### src/rtl/sdc_pkg.sv
package sdc_pkg;
    localparam int CMD_W     = 16;
    localparam int IDX_W     = 6;
    localparam int B_NEW     = 15;
    localparam int B_FAIL    = 14;
    localparam int B_BUSYW   = 11;
    localparam int B_NORSP   = 10;
    localparam int B_LONG    = 9;
    localparam int ST_TMO    = 6;
    localparam int ST_BUSY   = 10;
    localparam int CFG_BUSYE = 10;

    typedef enum logic [1:0] {
        SEL_CMD = 2'd0,
        SEL_ARG = 2'd1,
        SEL_CFG = 2'd2,
        SEL_STS = 2'd3
    } reg_sel_e;

    typedef enum logic [1:0] {
        ST_IDLE   = 2'd0,
        ST_ISSUE  = 2'd1,
        ST_WAIT   = 2'd2,
        ST_COMMIT = 2'd3
    } seq_state_e;
endpackage

### src/rtl/sdc_seq.sv
module sdc_seq
    import sdc_pkg::*;
(
    input  logic       clk,
    input  logic       rst_n,
    input  logic       launch,
    input  logic       cp_done,
    output seq_state_e state_o,
    output logic       cp_start,
    output logic       cap_en,
    output logic       commit,
    output logic       busy
);
    seq_state_e state_q, state_d;

    always_ff @(posedge clk) begin
        if (!rst_n) state_q <= ST_IDLE;
        else        state_q <= state_d;
    end

    always_comb begin
        state_d = state_q;
        unique case (state_q)
            ST_IDLE:   if (launch) state_d = ST_ISSUE;
            ST_ISSUE:  state_d = ST_WAIT;
            ST_WAIT:   if (cp_done) state_d = ST_COMMIT;
            ST_COMMIT: state_d = ST_IDLE;
        endcase
    end

    always_comb begin
        cp_start = 1'b0;
        cap_en   = 1'b0;
        commit   = 1'b0;
        busy     = 1'b1;
        unique case (state_q)
            ST_IDLE:   busy     = 1'b0;
            ST_ISSUE:  cp_start = 1'b1;
            ST_WAIT:   cap_en   = cp_done;
            ST_COMMIT: commit   = 1'b1;
        endcase
    end

    assign state_o = state_q;

    AST_START_PULSE: assert property (@(posedge clk) disable iff (!rst_n)
        cp_start |=> !cp_start);
    AST_LAUNCH_ISSUES: assert property (@(posedge clk) disable iff (!rst_n)
        (!busy && launch) |=> cp_start);
endmodule

### src/rtl/sdc_rsp_eval.sv
module sdc_rsp_eval #(
    parameter int WORD_W    = 32,
    parameter int RSP_WORDS = 4,
    localparam int DATA_W      = WORD_W * RSP_WORDS,
    localparam int LONG_BYTES  = DATA_W / 8,
    localparam int SHORT_BYTES = WORD_W / 8,
    localparam int LEN_W       = $clog2(LONG_BYTES + 1)
) (
    input  logic              clk,
    input  logic              rst_n,
    input  logic              cap_en,
    input  logic [LEN_W-1:0]  cp_len,
    input  logic              cp_err,
    input  logic [DATA_W-1:0] cp_data,
    input  logic              no_rsp,
    input  logic              long_rsp,
    output logic              fail,
    output logic              load_rsp,
    output logic [DATA_W-1:0] rsp_next
);
    logic [LEN_W-1:0]  cap_len;
    logic              cap_err;
    logic [DATA_W-1:0] cap_data;

    always_ff @(posedge clk) begin
        if (!rst_n) begin
            cap_len  <= '0;
            cap_err  <= 1'b0;
            cap_data <= '0;
        end else if (cap_en) begin
            cap_len  <= cp_len;
            cap_err  <= cp_err;
            cap_data <= cp_data;
        end
    end

    logic is_short, is_long, len_bad;
    assign is_short = (cap_len == LEN_W'(SHORT_BYTES));
    assign is_long  = (cap_len == LEN_W'(LONG_BYTES));
    assign len_bad  = (cap_len == '0) || (is_short && long_rsp) || !(is_short || is_long);
    assign fail     = cap_err || (!no_rsp && len_bad);
    assign load_rsp = !fail && !no_rsp;

    for (genvar g = 0; g < RSP_WORDS; g++) begin : g_word
        if (g == 0) begin : g_first
            assign rsp_next[g*WORD_W +: WORD_W] = is_short ? cap_data[DATA_W-1 -: WORD_W]
                                                           : cap_data[g*WORD_W +: WORD_W];
        end else begin : g_rest
            assign rsp_next[g*WORD_W +: WORD_W] = is_short ? '0
                                                           : cap_data[g*WORD_W +: WORD_W];
        end
    end

    AST_ERR_FAILS: assert property (@(posedge clk) disable iff (!rst_n)
        cap_err |-> (fail && !load_rsp));
endmodule

### src/rtl/sd_cmd_issuer.sv
module sd_cmd_issuer
    import sdc_pkg::*;
#(
    parameter int ARG_W     = 32,
    parameter int WORD_W    = 32,
    parameter int RSP_WORDS = 4,
    localparam int DATA_W = WORD_W * RSP_WORDS,
    localparam int LEN_W  = $clog2(DATA_W / 8 + 1)
) (
    input  logic              clk,
    input  logic              rst_n,
    input  logic              wr_en,
    input  logic [1:0]        wr_sel,
    input  logic [ARG_W-1:0]  wr_data,
    output logic [CMD_W-1:0]  cmd_word,
    output logic [ARG_W-1:0]  arg_word,
    output logic [15:0]       status_word,
    output logic [DATA_W-1:0] rsp_flat,
    output logic              busy,
    output logic              cp_start,
    output logic [IDX_W-1:0]  cp_index,
    output logic [ARG_W-1:0]  cp_arg,
    input  logic              cp_done,
    input  logic              cp_err,
    input  logic [LEN_W-1:0]  cp_len,
    input  logic [DATA_W-1:0] cp_data
);
    logic [CMD_W-1:0]  cmd_q;
    logic [ARG_W-1:0]  arg_q;
    logic [DATA_W-1:0] rsp_q, rsp_next;
    logic              cfg_busy_ie, sts_tmo, sts_busy;
    logic              launch, cap_en, commit, fail, load_rsp;
    seq_state_e        state;
    reg_sel_e          sel;

    assign sel    = reg_sel_e'(wr_sel);
    assign launch = wr_en && (sel == SEL_CMD) && wr_data[B_NEW];

    sdc_seq u_seq (
        .clk      (clk),
        .rst_n    (rst_n),
        .launch   (launch),
        .cp_done  (cp_done),
        .state_o  (state),
        .cp_start (cp_start),
        .cap_en   (cap_en),
        .commit   (commit),
        .busy     (busy)
    );

    sdc_rsp_eval #(.WORD_W(WORD_W), .RSP_WORDS(RSP_WORDS)) u_eval (
        .clk      (clk),
        .rst_n    (rst_n),
        .cap_en   (cap_en),
        .cp_len   (cp_len),
        .cp_err   (cp_err),
        .cp_data  (cp_data),
        .no_rsp   (cmd_q[B_NORSP]),
        .long_rsp (cmd_q[B_LONG]),
        .fail     (fail),
        .load_rsp (load_rsp),
        .rsp_next (rsp_next)
    );

    logic idle;
    assign idle = (state == ST_IDLE);

    always_ff @(posedge clk) begin
        if (!rst_n) begin
            cmd_q       <= '0;
            arg_q       <= '0;
            rsp_q       <= '0;
            cfg_busy_ie <= 1'b0;
            sts_tmo     <= 1'b0;
            sts_busy    <= 1'b0;
        end else begin
            if (wr_en) begin
                unique case (sel)
                    SEL_CMD: if (idle) cmd_q <= wr_data[CMD_W-1:0];
                    SEL_ARG: if (idle) arg_q <= wr_data;
                    SEL_CFG: cfg_busy_ie <= wr_data[CFG_BUSYE];
                    SEL_STS: begin
                        if (wr_data[ST_TMO])  sts_tmo  <= 1'b0;
                        if (wr_data[ST_BUSY]) sts_busy <= 1'b0;
                    end
                endcase
            end
            if (commit) begin
                cmd_q[B_NEW] <= 1'b0;
                if (fail) begin
                    cmd_q[B_FAIL] <= 1'b1;
                    sts_tmo       <= 1'b1;
                end else if (cmd_q[B_BUSYW] && cfg_busy_ie) begin
                    sts_busy <= 1'b1;
                end
                if (load_rsp) rsp_q <= rsp_next;
            end
        end
    end

    always_comb begin
        status_word          = '0;
        status_word[ST_TMO]  = sts_tmo;
        status_word[ST_BUSY] = sts_busy;
    end

    assign cmd_word = cmd_q;
    assign arg_word = arg_q;
    assign rsp_flat = rsp_q;
    assign cp_index = cmd_q[IDX_W-1:0];
    assign cp_arg   = arg_q;

    AST_CMD_HELD: assert property (@(posedge clk) disable iff (!rst_n)
        (busy && !commit) |=> $stable(cmd_q));
    AST_ARG_HELD: assert property (@(posedge clk) disable iff (!rst_n)
        busy |=> $stable(arg_q));
    AST_NEW_CLEARED: assert property (@(posedge clk) disable iff (!rst_n)
        commit |=> !cmd_q[B_NEW]);
    AST_FAIL_FLAGS: assert property (@(posedge clk) disable iff (!rst_n)
        (commit && fail) |=> (cmd_q[B_FAIL] && sts_tmo && $stable(rsp_q)));
    AST_NORSP_HOLD: assert property (@(posedge clk) disable iff (!rst_n)
        (commit && cmd_q[B_NORSP]) |=> $stable(rsp_q));
    AST_BUSY_GATE: assert property (@(posedge clk) disable iff (!rst_n)
        $rose(sts_busy) |-> ($past(cfg_busy_ie) && !$past(fail)));
endmodule

### config.mk
export PLATFORM = sky130hd
export DESIGN_NAME = sd_cmd_issuer
export DESIGN_NICKNAME = d
export VERILOG_FILES = /design/src/rtl/sdc_pkg.sv /design/src/rtl/sdc_seq.sv /design/src/rtl/sdc_rsp_eval.sv /design/src/rtl/sd_cmd_issuer.sv
export SDC_FILE = /design/constraint.sdc
export NUM_CORES = 1
export LEC_CHECK = 0
export BUFFER_PORTS_ARGS = -buffer_cell sky130_fd_sc_hd__buf_4
export CAP_MARGIN = 20
export CORE_ASPECT_RATIO = 1.2
export CORE_MARGIN = 3
export CORE_UTILIZATION = 35
export CTS_CLUSTER_DIAMETER = 60
export DETAILED_ROUTE_END_ITERATION = 10
export MAX_ROUTING_LAYER = met4
export PLACE_DENSITY_LB_ADDON = 0.12
export SLEW_MARGIN = 25
export SYNTH_ARGS = -nofsm -noshare
export SYNTH_HDL_FRONTEND = slang
export SYNTH_SLANG_ARGS = --single-unit
### constraint.sdc
create_clock -name clk -period 2.8 [get_ports clk]
set_input_delay 0.28 -clock clk [delete_from_list [all_inputs] [get_ports clk]]
set_output_delay 0.28 -clock clk [all_outputs]
set_load 0.02 [all_outputs]
== After elaboration in Yosys (flattened, before gate mapping) ==
Cells that the tools add are included.
Storage, ports and cells
  logic and storage cells: 72
  bits of input ports: 172
  flip-flop bits (word level): 315
  output and inout bits: 232
Operators by class
  reductions and logical operators: 22
  mux-type cells: 27
  eq/ne operators: 10
  bitwise gates (word level): 1
Operators by type and width (number)
  $mux 32: 4
  $mux 15: 3
  $mux 1: 17
  $eq 2x2->1 const B: 4
  $pmux 2 s4: 1
  $logic_and 1x1->1: 6
  $reduce_and 2->1: 3
  $reduce_and 3->1: 2
  $eq 5x3->1 const B: 1
  $eq 5x5->1 const B: 1
  $logic_not 5->1: 1
  $eq 2x1->1 const B: 2
  $logic_not 2->1: 2
  $logic_or 1x1->1: 4
  $mux 2: 2
  $ne 2x2->1 const B: 2
  $logic_not 1->1: 3
  $reduce_or 2->1: 1
  $not 1->1: 1

== Longest topological paths before layout ==
Gate-level depths: netlist of the first run.
  depth after elaboration: 9
  gate-level depth with buffers: 8
  gate-level depth less buffers: 6

== Modules after synthesis ==
From an unflattened synthesis of the first run, not the netlist that was laid out.
Unflattened totals
  cell total of the unflattened synthesis: 1422
  area total of the unflattened synthesis: 13440.4 sq um
Modules (own cells, without submodules)
  sd_cmd_issuer: seq. area each 3583.4 sq um, cells each 823, area each 7096.8 sq um, instances 1
  sdc_rsp_eval: seq. area each 2682.6 sq um, cells each 580, area each 6163.4 sq um, instances 1
  sdc_seq: seq. area each 40.0 sq um, cells each 19, area each 180.2 sq um, instances 1

== Worst setup path after synthesis of the first run ==
Ideal clock, no wire load.
  path kind: register -> register
  from: register u_seq.state_q[0], in the netlist u_seq.state_o[0]
  to: register rsp_q[62], in the netlist rsp_flat[62]
  buffers on the path: 2
  path slack: 1.262 ns
  clock period less this slack: 1.538 ns
  required time: 2.730 ns
  cell stages (with the launch flop): 8
  arrival: 1.468 ns
  setup time: 0.070 ns
  cell sequence: dfxtp_1 -> ha_1 -> nor3b_1 -> o211a_1 -> buf_4 -> buf_2 -> nand3_1 -> a21oi_1
Between the ends
  cells in the longest elaborated chain, start to end: 3
RTL lines
  from (decl): RTL line sdc_seq.sv:14  | seq_state_e state_q, state_d;
  from (signal assigned): RTL line sdc_seq.sv:18  | else state_q <= state_d;
  $eq 2x2->1: RTL line sdc_seq.sv:36  | unique case (state_q)
  $mux 1: RTL line sdc_seq.sv:36
  $reduce_and 2->1 (no line)
  to (signal assigned): RTL line sd_cmd_issuer.sv:96  | if (load_rsp) rsp_q <= rsp_next;
  to (decl): RTL line sd_cmd_issuer.sv:30  | logic [DATA_W-1:0] rsp_q, rsp_next;
No other way between the ends.
A chain may end at the register's enable or synchronous reset.

== Worst setup path after layout of the first run ==
  from: register u_seq.state_q[1], in the netlist u_seq.state_o[1]
  to: register rsp_q[59], in the netlist rsp_flat[59]
Same word-level chain as after synthesis.

==> flow_metrics.tcl, run 1 <==
set metrics [dict create \
    status "completed" \
    ys_seq_area_share_pct 52.82 \
    grt_pass1_wl_um 60800 \
    synthDistinctLibCells 33 \
    synthArstFlopShare_pct 0 \
    clk_path_buf_depth 3 \
    report.final.slew_viol_count 0 \
    synth-seq-cells 315 \
    power.density_nw_per_um2 643.5 \
    cts_tree "built" \
    fin_tns_setup_ps 0 \
    layout.cells.non_filler 2335 \
    place_congestion 0.8050 \
    mostFrequentLayoutCell "nand2_1" \
    clock_sinks 315 \
    grt-ovfl-total 0 \
    leakage_nw 6.636 \
    dieArea_um2 36370 \
    nets 2038 \
    clkPwrFrac_pct 45.9 \
    remaining_drc_errors 0 \
    yosysWarnings 0 \
    numPortBuffers 389 \
    slew_headroom_pct 33.93 \
    dp_cells 2199 \
    avgSynthCellArea_um2 7.953 \
    die_w_um 174.6 \
    crit_path_top_delay_cell "o211a_4" \
    drt_iter0_markers 669 \
    vias_per_cell 4.810 \
    clk_pin_slew_ps 60 \
    whs_ps 21.81 \
    wl_um 39620 \
    cts_setup_buffers 0 \
    cts_buffers 35 \
    grt_pass1_vias 10677 \
    hold_class "primary input to flip-flop" \
    via_count 11232 \
    cap_viol_max_count 0 \
    grt_max_degree 80 \
    crit_family "compound AO/OA/AOI/OAI gates" \
    worstPathArrival_ps 2570 \
    intPower_mw 8.271 \
    most-common-layout-cells "495 x nand2_1, 401 x buf_4, 315 x dfxtp_1, 281 x a21oi_1, 100 x nand3_1" \
    synth_edf_count 0 \
    die_h_um 208.3 \
    clk_latency_ps 520 \
    worst_setup_path_end_kind "flip-flop" \
    routedWlPerCell_um 16.97 \
    critPathKind "flip-flop to flip-flop" \
    synth_flop_cell "dfxtp_1" \
    setup_viol 0 \
    cp_data_required_time_ps 3240 \
    total_power_mw 10.85 \
    path_buf_inv 1 \
    layout-drive-gt1-share_pct 25.27 \
    peakVddDrop_mv 0.4416 \
    syn_to_final_growth_pct 41.22 \
    worstPathMaxFanout 55 \
    finalCritPeriodShare_pct 75.87 \
    switching_share_pct 23.77 \
    clock.fmax_mhz 470.7 \
    cts_resized 0 \
    setup.worst_path.start_class "flip-flop" \
    clock_skew_ps 13.62 \
    syn_inst 1501 \
    antenna_left 0 \
    hold_viol 0 \
    critPathMaxStageDelay_ps 460 \
    worst_slew_pin_slew_ps 991.0 \
    rsz0062_at_grt "no" \
    rows 73 \
    cts-root-buf "clkbuf_16" \
    post-route-min-period_ps 2124 \
    core_area_um2 33430 \
    syn_area_um2 11940 \
    p_comb_share_pct 10.5 \
    htreeDepth 2 \
    path_cells "ha_1, nor3b_1, o211a_4, buf_12, nand3_1, a21oi_1" \
    track_usage_pct 21.29 \
    antenna_found_initial 1 \
    drt_pass1_iterations 5 \
    seqPwrFrac_pct 43.6 \
    p_sw_mw 2.578 \
    io_pins 404 \
    post-dp-hpwl_um 25960 \
    initial_core_util_pct 35.71 \
]
==> cell type report <==
class | instances | area [um^2]
sequential | 315 | 6306
antenna | 1 | 2.502
timing repair buffer | 486 | 3951
clock buffer | 48 | 1037
clock inverter | 11 | 215.2
multi-input combinational | 1018 | 4756
fill | 3282 | 16570
inverter | 6 | 27.53
tap | 450 | 563.0
==> timing repair <==
| action | in CTS | in global routing |
|---|---|---|
| hold endpoints to repair | 76 | 0 |
| endpoints found under the setup margin | 0 | 0 |
| hold buffers | 76 | 0 |
==> power groups by stage <==
stage	logic (mW)	clock network [mW]	registers [mW]
after floorplan	0.571	0	4.85
after global placement	1.05	0	4.82
after detailed placement	1.06	0	4.83
after CTS	1.15	5.11	4.73
after global routing	1.24	5.28	4.74
final	1.14	4.98	4.73
==> cells in the mapped netlist (2+ instances only) <==
master	number	area (um^2)
nor2b_1	6	37.54
ha_1	4	50.05
and2_1	2	12.51
nand3_1	100	500.5
nand4_1	2	12.51
buf_4	61	457.9
nand2b_1	2	12.51
clkbuf_1	61	229.0
nor3b_1	2	15.01
o21ai_0	20	100.1
inv_1	5	18.77
mux2i_1	2	20.02
buf_2	39	195.2
a21boi_0	54	405.4
dfxtp_1	315	6306
a21oi_1	281	1406
a21boi_1	9	67.56
buf_1	14	52.55
nand2_1	496	1862
o21ai_1	13	65.06
==> per-stage QoR <==
stage / area [um^2] / setup WS (ps) / utilization [%]
floorplan: 11990 / 1262 / -
global placement: 14840 / 761.8 / 44.40
detailed placement: 14840 / 657.2 / 44.40
CTS: 16860 / 662.7 / 50.42
global route: 16860 / 451.2 / 50.43
finish: 16860 / 675.6 / 50.43
==> worst paths after layout <==
kind | startpoint | end | cells after the start | slack, ps
max | u_seq.state_o[1]$_SDFFE_PN0P_ | rsp_flat[59]$_SDFFE_PN0P_ | 6 | 680
min | cp_data[17] | u_eval.cap_data[17]$_SDFFE_PN0P_ | 3 | 20
max reg2reg | u_seq.state_o[1]$_SDFFE_PN0P_ | rsp_flat[59]$_SDFFE_PN0P_ | 6 | 680
min reg2reg | rsp_flat[127]$_SDFFE_PN0P_ | rsp_flat[127]$_SDFFE_PN0P_ | 2 | 450
==> sequential cells by signal (all words and copies together), names as in the netlist <==
signal / flops
sts_tmo: 1
cfg_busy_ie: 1
u_seq.state_o: 2
u_eval.cap_err: 1
cmd_word: 16
u_eval.cap_len: 5
sts_busy: 1
arg_word: 32
rsp_flat: 128
u_eval.cap_data: 128
==> kinds of logic after synthesis <==
family          synth area share, %
flops                         52.82
fa+ha+maj                    0.4193
compound gates                17.56
buf+inv                       8.018
other cells                 0.03141
simple gates                  20.98
mux                          0.1677
==> worst reg2reg max path, stage by stage (launching register included) <==
cell	delay, ps
dfxtp_1	380
ha_1	230
nor3b_1	340
o211a_4	460
buf_12	330
nand3_1	130
a21oi_1	190
==> metal layers <==
| layer | vias up | GRT usage [%] | part of all wire, % |
|---|---|---|---|
| li1 | 5595 | - | - |
| met4 | 0 | 6.386 | 2.3 |
| met3 | 60 | 5.148 | 7.3 |
| met2 | 378 | 34.95 | 48 |
| met1 | 5199 | 26.04 | 42 |
| met5 | - | - | 0 |
Power figures use the tool's default switching activity.
==> run 2, diff against run 1 <==
==> constraint.sdc (replaced) <==
create_clock -name clk -period 1.7 [get_ports clk]
set_input_delay 0.17 -clock clk [delete_from_list [all_inputs] [get_ports clk]]
set_output_delay 0.17 -clock clk [all_outputs]
set_load 0.02 [all_outputs]
==> run 2 against run 1 <==
  * The run now ends with setup timing left
  * Global-route usage is 0.96 points higher
  * Clock skew is 5.7 ps higher
  * Critical endpoint is now u_eval.cap_len[4]$_SDFFE_PN0P_
  * Combinational power is 100% higher
  * Routed wire length is 7.5% higher
  * Critical path depth is 2 higher
  * Final cell count is 6.1% higher
  * Die area stayed put
  * Sequential cell count stayed put
  * Count of clock-buffer cells in the layout stayed put
  * Highest routed layer unchanged
  * Final area is 11% higher
==> flow_metrics.tcl, run 2 (synthesis gave the netlist of run 1 again) <==
set metrics [dict create \
    worstPathMaxFanout 17 \
    final_core_util_pct 56.13 \
    post-dp-hpwl_um 27260 \
    reg2reg_slack_ps -20 \
    initial_core_util_pct 35.71 \
    clk_pin_slew_ps 60 \
    wl_um 42590 \
    cts_buffers 35 \
    setup_viol 1 \
    post-route-min-period_ps 1719 \
    fin_tns_setup_ps -18.53 \
    syn_to_final_growth_pct 57.20 \
    clk_latency_ps 510 \
    hold_viol 0 \
    violations "setup timing" \
    clock_sinks 315 \
    grt_pass1_wl_um 63970 \
    antenna_found_initial 1 \
    worstPathArrival_ps 2110 \
    cap_viol_max_count 0 \
    htreeDepth 2 \
    drt_iter0_markers 605 \
    rows 73 \
    cp_data_required_time_ps 2090 \
    drt_pass1_iterations 5 \
    place_congestion 0.8204 \
    die_h_um 208.3 \
    dieArea_um2 36370 \
    setup_slack_ps -18.53 \
    grt-ovfl-total 0 \
    vias_per_cell 4.755 \
    clock.fmax_mhz 581.9 \
    report.final.slew_viol_count 0 \
    layout-drive-gt1-share_pct 28.87 \
    core_area_um2 33430 \
    nets 2179 \
    mostFrequentLayoutCell "nand2_1" \
    clk_path_buf_depth 3 \
    antenna_left 0 \
    path_cells "buf_4, inv_2, ha_2, and2_4, buf_12, buf_12, nand2_1, a21boi_0" \
    finalCritPeriodShare_pct 101.1 \
    hold_class "primary input to flip-flop" \
    peakVddDrop_mv 0.6736 \
    crit_path_top_delay_cell "dfxtp_2" \
    leakage_nw 7.423 \
    grt_max_degree 67 \
    status "complete, but fails checks" \
    routedWlPerCell_um 17.19 \
    cts_tree "built" \
    worst_setup_path_end_kind "flip-flop" \
    most-common-layout-cells "481 x nand2_1, 416 x buf_4, 310 x dfxtp_1, 254 x a21oi_1, 166 x dlygate4sd3_1" \
    via_count 11777 \
    crit_path_frequent_cell "buf_12" \
    clock_skew_ps 19.31 \
    die_w_um 174.6 \
    track_usage_pct 22.25 \
    power.density_nw_per_um2 949.2 \
    numPortBuffers 389 \
    io_pins 404 \
    setup.worst_path.start_class "flip-flop" \
    grt_pass1_vias 11501 \
    rsz0062_at_grt "yes" \
    critPathKind "flip-flop to flip-flop" \
    remaining_drc_errors 0 \
    critPathMaxStageDelay_ps 340 \
    cts-root-buf "clkbuf_16" \
]
run 2: layout make-up:
class | instances | area, um^2
Tap cell | 450 | 563.0
Antenna cell | 1 | 2.502
Clock buffer | 48 | 1027
Multi-Input combinational cell | 1018 | 5005
Sequential cell | 315 | 6317
Inverter | 6 | 27.53
Clock inverter | 12 | 140.1
Timing Repair Buffer | 627 | 5683
Fill cell | 3111 | 14660
run 2: per-layer routing:
| layer | GRT usage [%] | part of all wire [%] | up-vias |
|---|---|---|---|
| met1 | 26.65 | 41 | 5448 |
| met5 | - | 0 | - |
| met4 | 5.725 | 2.3 | 0 |
| met3 | 4.801 | 6.5 | 65 |
| met2 | 38.09 | 50 | 371 |
| li1 | - | - | 5893 |
run 2: worst max-delay path: cells and delay by family (launching register included):
kind,cells,cell delay [ps]
flops,1,340
simple gates,2,330
fa+ha+maj,1,220
compound gates,1,230
buf+inv,4,500
run 2: repair_timing:
| action | in CTS | in global routing |
|---|---|---|
| resized for setup | 11 | 85 |
| setup endpoints to repair | 112 | 179 |
| hold endpoints to repair | 181 | 0 |
| buffers inserted | 4 | 4 |
| hold buffers | 166 | 0 |
| pin swaps | 2 | 12 |
| gates cloned | 1 | 9 |
run 2: path summary, 6_finish.rpt:
check / from / endpoint / depth (start not counted)
min reg2reg: rsp_flat[64]$_SDFFE_PN0P_ / rsp_flat[64]$_SDFFE_PN0P_ / 2
max: u_seq.state_o[0]$_SDFFE_PN0P_ / u_eval.cap_len[4]$_SDFFE_PN0P_ / 8
min: wr_en / sts_busy$_SDFF_PN0_ / 4
max reg2reg: u_seq.state_o[0]$_SDFFE_PN0P_ / u_eval.cap_len[4]$_SDFFE_PN0P_ / 8
run 2: power by group:
part | switching [mW] | internal (mW)
Combinational | 1.17 | 1.16
Clock | 3.01 | 4.67
Sequential | 0.176 | 7.62
Total | 4.35 | 13.5
run 2: through the flow:
step	instances	instance area [um^2]	hold WS, ps	worst slack [ps]	power, mW
finish	2477	18770	69.51	-18.53	17.81
global route	2477	18770	40.90	-64.87	18.51
CTS	2464	18270	22.22	-17.02	17.87
detailed placement	2234	15340	424.7	-90.72	9.867
global placement	2234	15340	417.5	-36.51	9.845
floorplan	1514	11990	306.0	161.8	8.930
==> run 3, diff against run 2 <==
--- a/config.mk
+++ b/config.mk
@@ -9,7 +9,7 @@
 export CAP_MARGIN = 20
 export CORE_ASPECT_RATIO = 1.2
 export CORE_MARGIN = 3
-export CORE_UTILIZATION = 35
+export CORE_UTILIZATION = 45
 export CTS_CLUSTER_DIAMETER = 60
 export DETAILED_ROUTE_END_ITERATION = 10
 export MAX_ROUTING_LAYER = met4
==> run 3 against run 2 <==
  * The run still ends with setup timing left
  * Sequential share of layout area increased by 0.22 points
  * Global-route usage increased by 5.0 points
  * Combinational power about the same
  * Total power increased by 0.60%
  * Register-to-register slack got worse by 20 ps
  * Worst hold slack got worse by 32 ps
  * Non-clock buffer count decreased by 2
  * Final cell count decreased by 4.7%
  * First-iteration DRC count increased by 12%
  * Utilization increased by 16 points
  * Highest routed layer unchanged
==> flow_metrics.tcl, run 3 (synthesis gave the netlist of run 1 again) <==
set metrics [dict create \
    status "complete, but fails checks" \
    violations "setup timing" \
    layout-drive-gt1-share_pct 28.53 \
    grt_pass1_wl_um 61830 \
    path_cells "ha_4, nor3b_4, buf_4, o211a_4, buf_12, buf_12, clkbuf_16, o21ai_1, a21oi_1" \
    remaining_drc_errors 0 \
    hold_viol 0 \
    num-fill-cells 1964 \
    total_power_mw 17.92 \
    gr-usage-met1_pct 31.96 \
    clk_path_buf_depth 3 \
    path_buf_inv 4 \
    antenna_found_initial 3 \
    clk_latency_ps 500 \
    clk_pin_slew_ps 60 \
    clock.fmax_mhz 576.3 \
    crit_family "buffers and inverters" \
    setup_viol 1 \
    rr_worst_depth 9 \
    rsz0062_at_grt "yes" \
    setup.worst_path.start_class "flip-flop" \
    critPathKind "flip-flop to flip-flop" \
    intPower_mw 13.60 \
    cts_tree "built" \
    crit_path_top_delay_cell "dfxtp_4" \
    grt.busiest_layer "met2" \
    cts_buffers 34 \
    most-common-layout-cells "495 x nand2_1, 411 x buf_4, 313 x dfxtp_1, 259 x a21oi_1, 167 x dlygate4sd3_1" \
    crit_path_frequent_cell "buf_12" \
    p_sw_mw 4.321 \
    syn_to_final_growth_pct 56.02 \
    power.density_nw_per_um2 962.2 \
    rows 64 \
    cap_viol_max_count 0 \
    via_count 12215 \
    grt_max_degree 88 \
    switching_share_pct 24.11 \
    routedWlPerCell_um 18.17 \
    clock_sinks 315 \
    report.final.slew_viol_count 0 \
    cp_num_cells 9 \
    place_congestion 0.8215 \
    grt-ovfl-total 0 \
    post-dp-hpwl_um 25830 \
    post-route-min-period_ps 1735 \
    die_w_um 154.7 \
    antenna_left 0 \
    holdPathStages 3 \
    io_pins 404 \
    wl_um 42880 \
    whs_ps 37.85 \
    multiInputGateArea_um2 4969 \
    leakage_nw 7.397 \
    setup_slack_ps -35.34 \
    mostFrequentLayoutCell "nand2_1" \
    grt_use_met3_pct 5.543 \
    initial_core_util_pct 46.30 \
    clkPwrFrac_pct 43.5 \
    peakVddDrop_mv 0.7613 \
    vias_per_cell 5.176 \
    fin_tns_setup_ps -35.34 \
    htreeDepth 2 \
    final-seq-area_um2 6311 \
    die_h_um 184.4 \
    grt_pass1_vias 11805 \
    hold_class "primary input to flip-flop" \
    drt_iter0_markers 675 \
    drt_pass1_iterations 5 \
    seqPwrFrac_pct 43.5 \
    core_area_um2 25780 \
    cp_data_required_time_ps 2080 \
    clock_skew_ps 12.41 \
    cts-root-buf "clkbuf_16" \
    worstPathMaxFanout 7 \
    met2_usage_pct 46.00 \
    finalCritPeriodShare_pct 102.1 \
    track_usage_pct 27.27 \
    critPathMaxStageDelay_ps 350 \
    worstPathArrival_ps 2110 \
    worst_setup_path_end_kind "flip-flop" \
    numPortBuffers 389 \
    nets 2177 \
    dieArea_um2 28530 \
    p_comb_share_pct 13.0 \
]
## run 3: cell types whose count changed in the layout (fill, tap and decap cells not counted), sizes merged
cell / before / now
and2: 2 / 3
buf: 454 / 447
bufinv: 3 / 4
clkbuf: 55 / 59
clkinvlp: 2 / 1
diode: 1 / 4
dlygate4sd3: 166 / 167
inv: 6 / 7
## run 3: power by group through the flow
stage / logic [mW] / registers [mW] / clock network (mW)
after floorplan: 0.941 / 7.99 / 0
after global placement: 1.86 / 7.93 / 0
after detailed placement: 1.87 / 7.94 / 0
after CTS: 2.21 / 7.78 / 7.90
after global routing: 2.50 / 7.82 / 8.24
final: 2.33 / 7.80 / 7.79
## run 3: path summary, 6_finish.rpt
check | slack (ps) | end | startpoint
min | 40 | rsp_flat[15]$_SDFFE_PN0P_ | rst_n
min reg2reg | 450 | rsp_flat[98]$_SDFFE_PN0P_ | rsp_flat[98]$_SDFFE_PN0P_
max | -40 | rsp_flat[29]$_SDFFE_PN0P_ | u_seq.state_o[1]$_SDFFE_PN0P_
max reg2reg | -40 | rsp_flat[29]$_SDFFE_PN0P_ | u_seq.state_o[1]$_SDFFE_PN0P_
## run 3: worst register-to-register path, stage by stage, from the launching register on
cell	delay, ps
dfxtp_4	350
ha_4	160
nor3b_4	140
buf_4	140
o211a_4	150
buf_12	140
buf_12	140
clkbuf_16	170
o21ai_1	160
a21oi_1	70
## run 3: layout make-up
| class | count | share of cell area, % |
|---|---|---|
| flip-flops and latches | 315 | 33.88 |
| clock buffers | 48 | 5.515 |
| multi-input cells | 1019 | 26.68 |
| diodes | 4 | 0.05374 |
| repair buffers | 625 | 30.57 |
| well taps | 330 | 2.217 |
| inverters | 6 | 0.1478 |
| clock inverters | 13 | 0.9405 |
## run 3: metal layers
layer | wire, um | vias up
met2 | 21550 | 462
met4 | 1746 | 0
met5 | 0 | -
met3 | 2816 | 110
met1 | 16760 | 5752
li1 | - | 5891
## run 3: timing repair
item | 4_1_cts | 5_1_grt
pin swaps | 1 | 50
cloned | 0 | 15
hold buffers | 167 | 0
buffers inserted | 0 | 9
resized for setup | 8 | 74
hold endpoints to repair | 182 | 0
endpoints found under the setup margin | 93 | 197
## run 3: through the flow
step	util (%)	cells	setup WS [ps]	cell area, um^2
after detailed placement	58.56	2104	-59.26	15100
after CTS	69.79	2332	25.84	17990
after global routing	72.22	2359	-99.37	18620
final	72.23	2360	-35.34	18630
after global placement	58.56	2104	15.10	15100
after floorplan	-	1514	161.8	11990
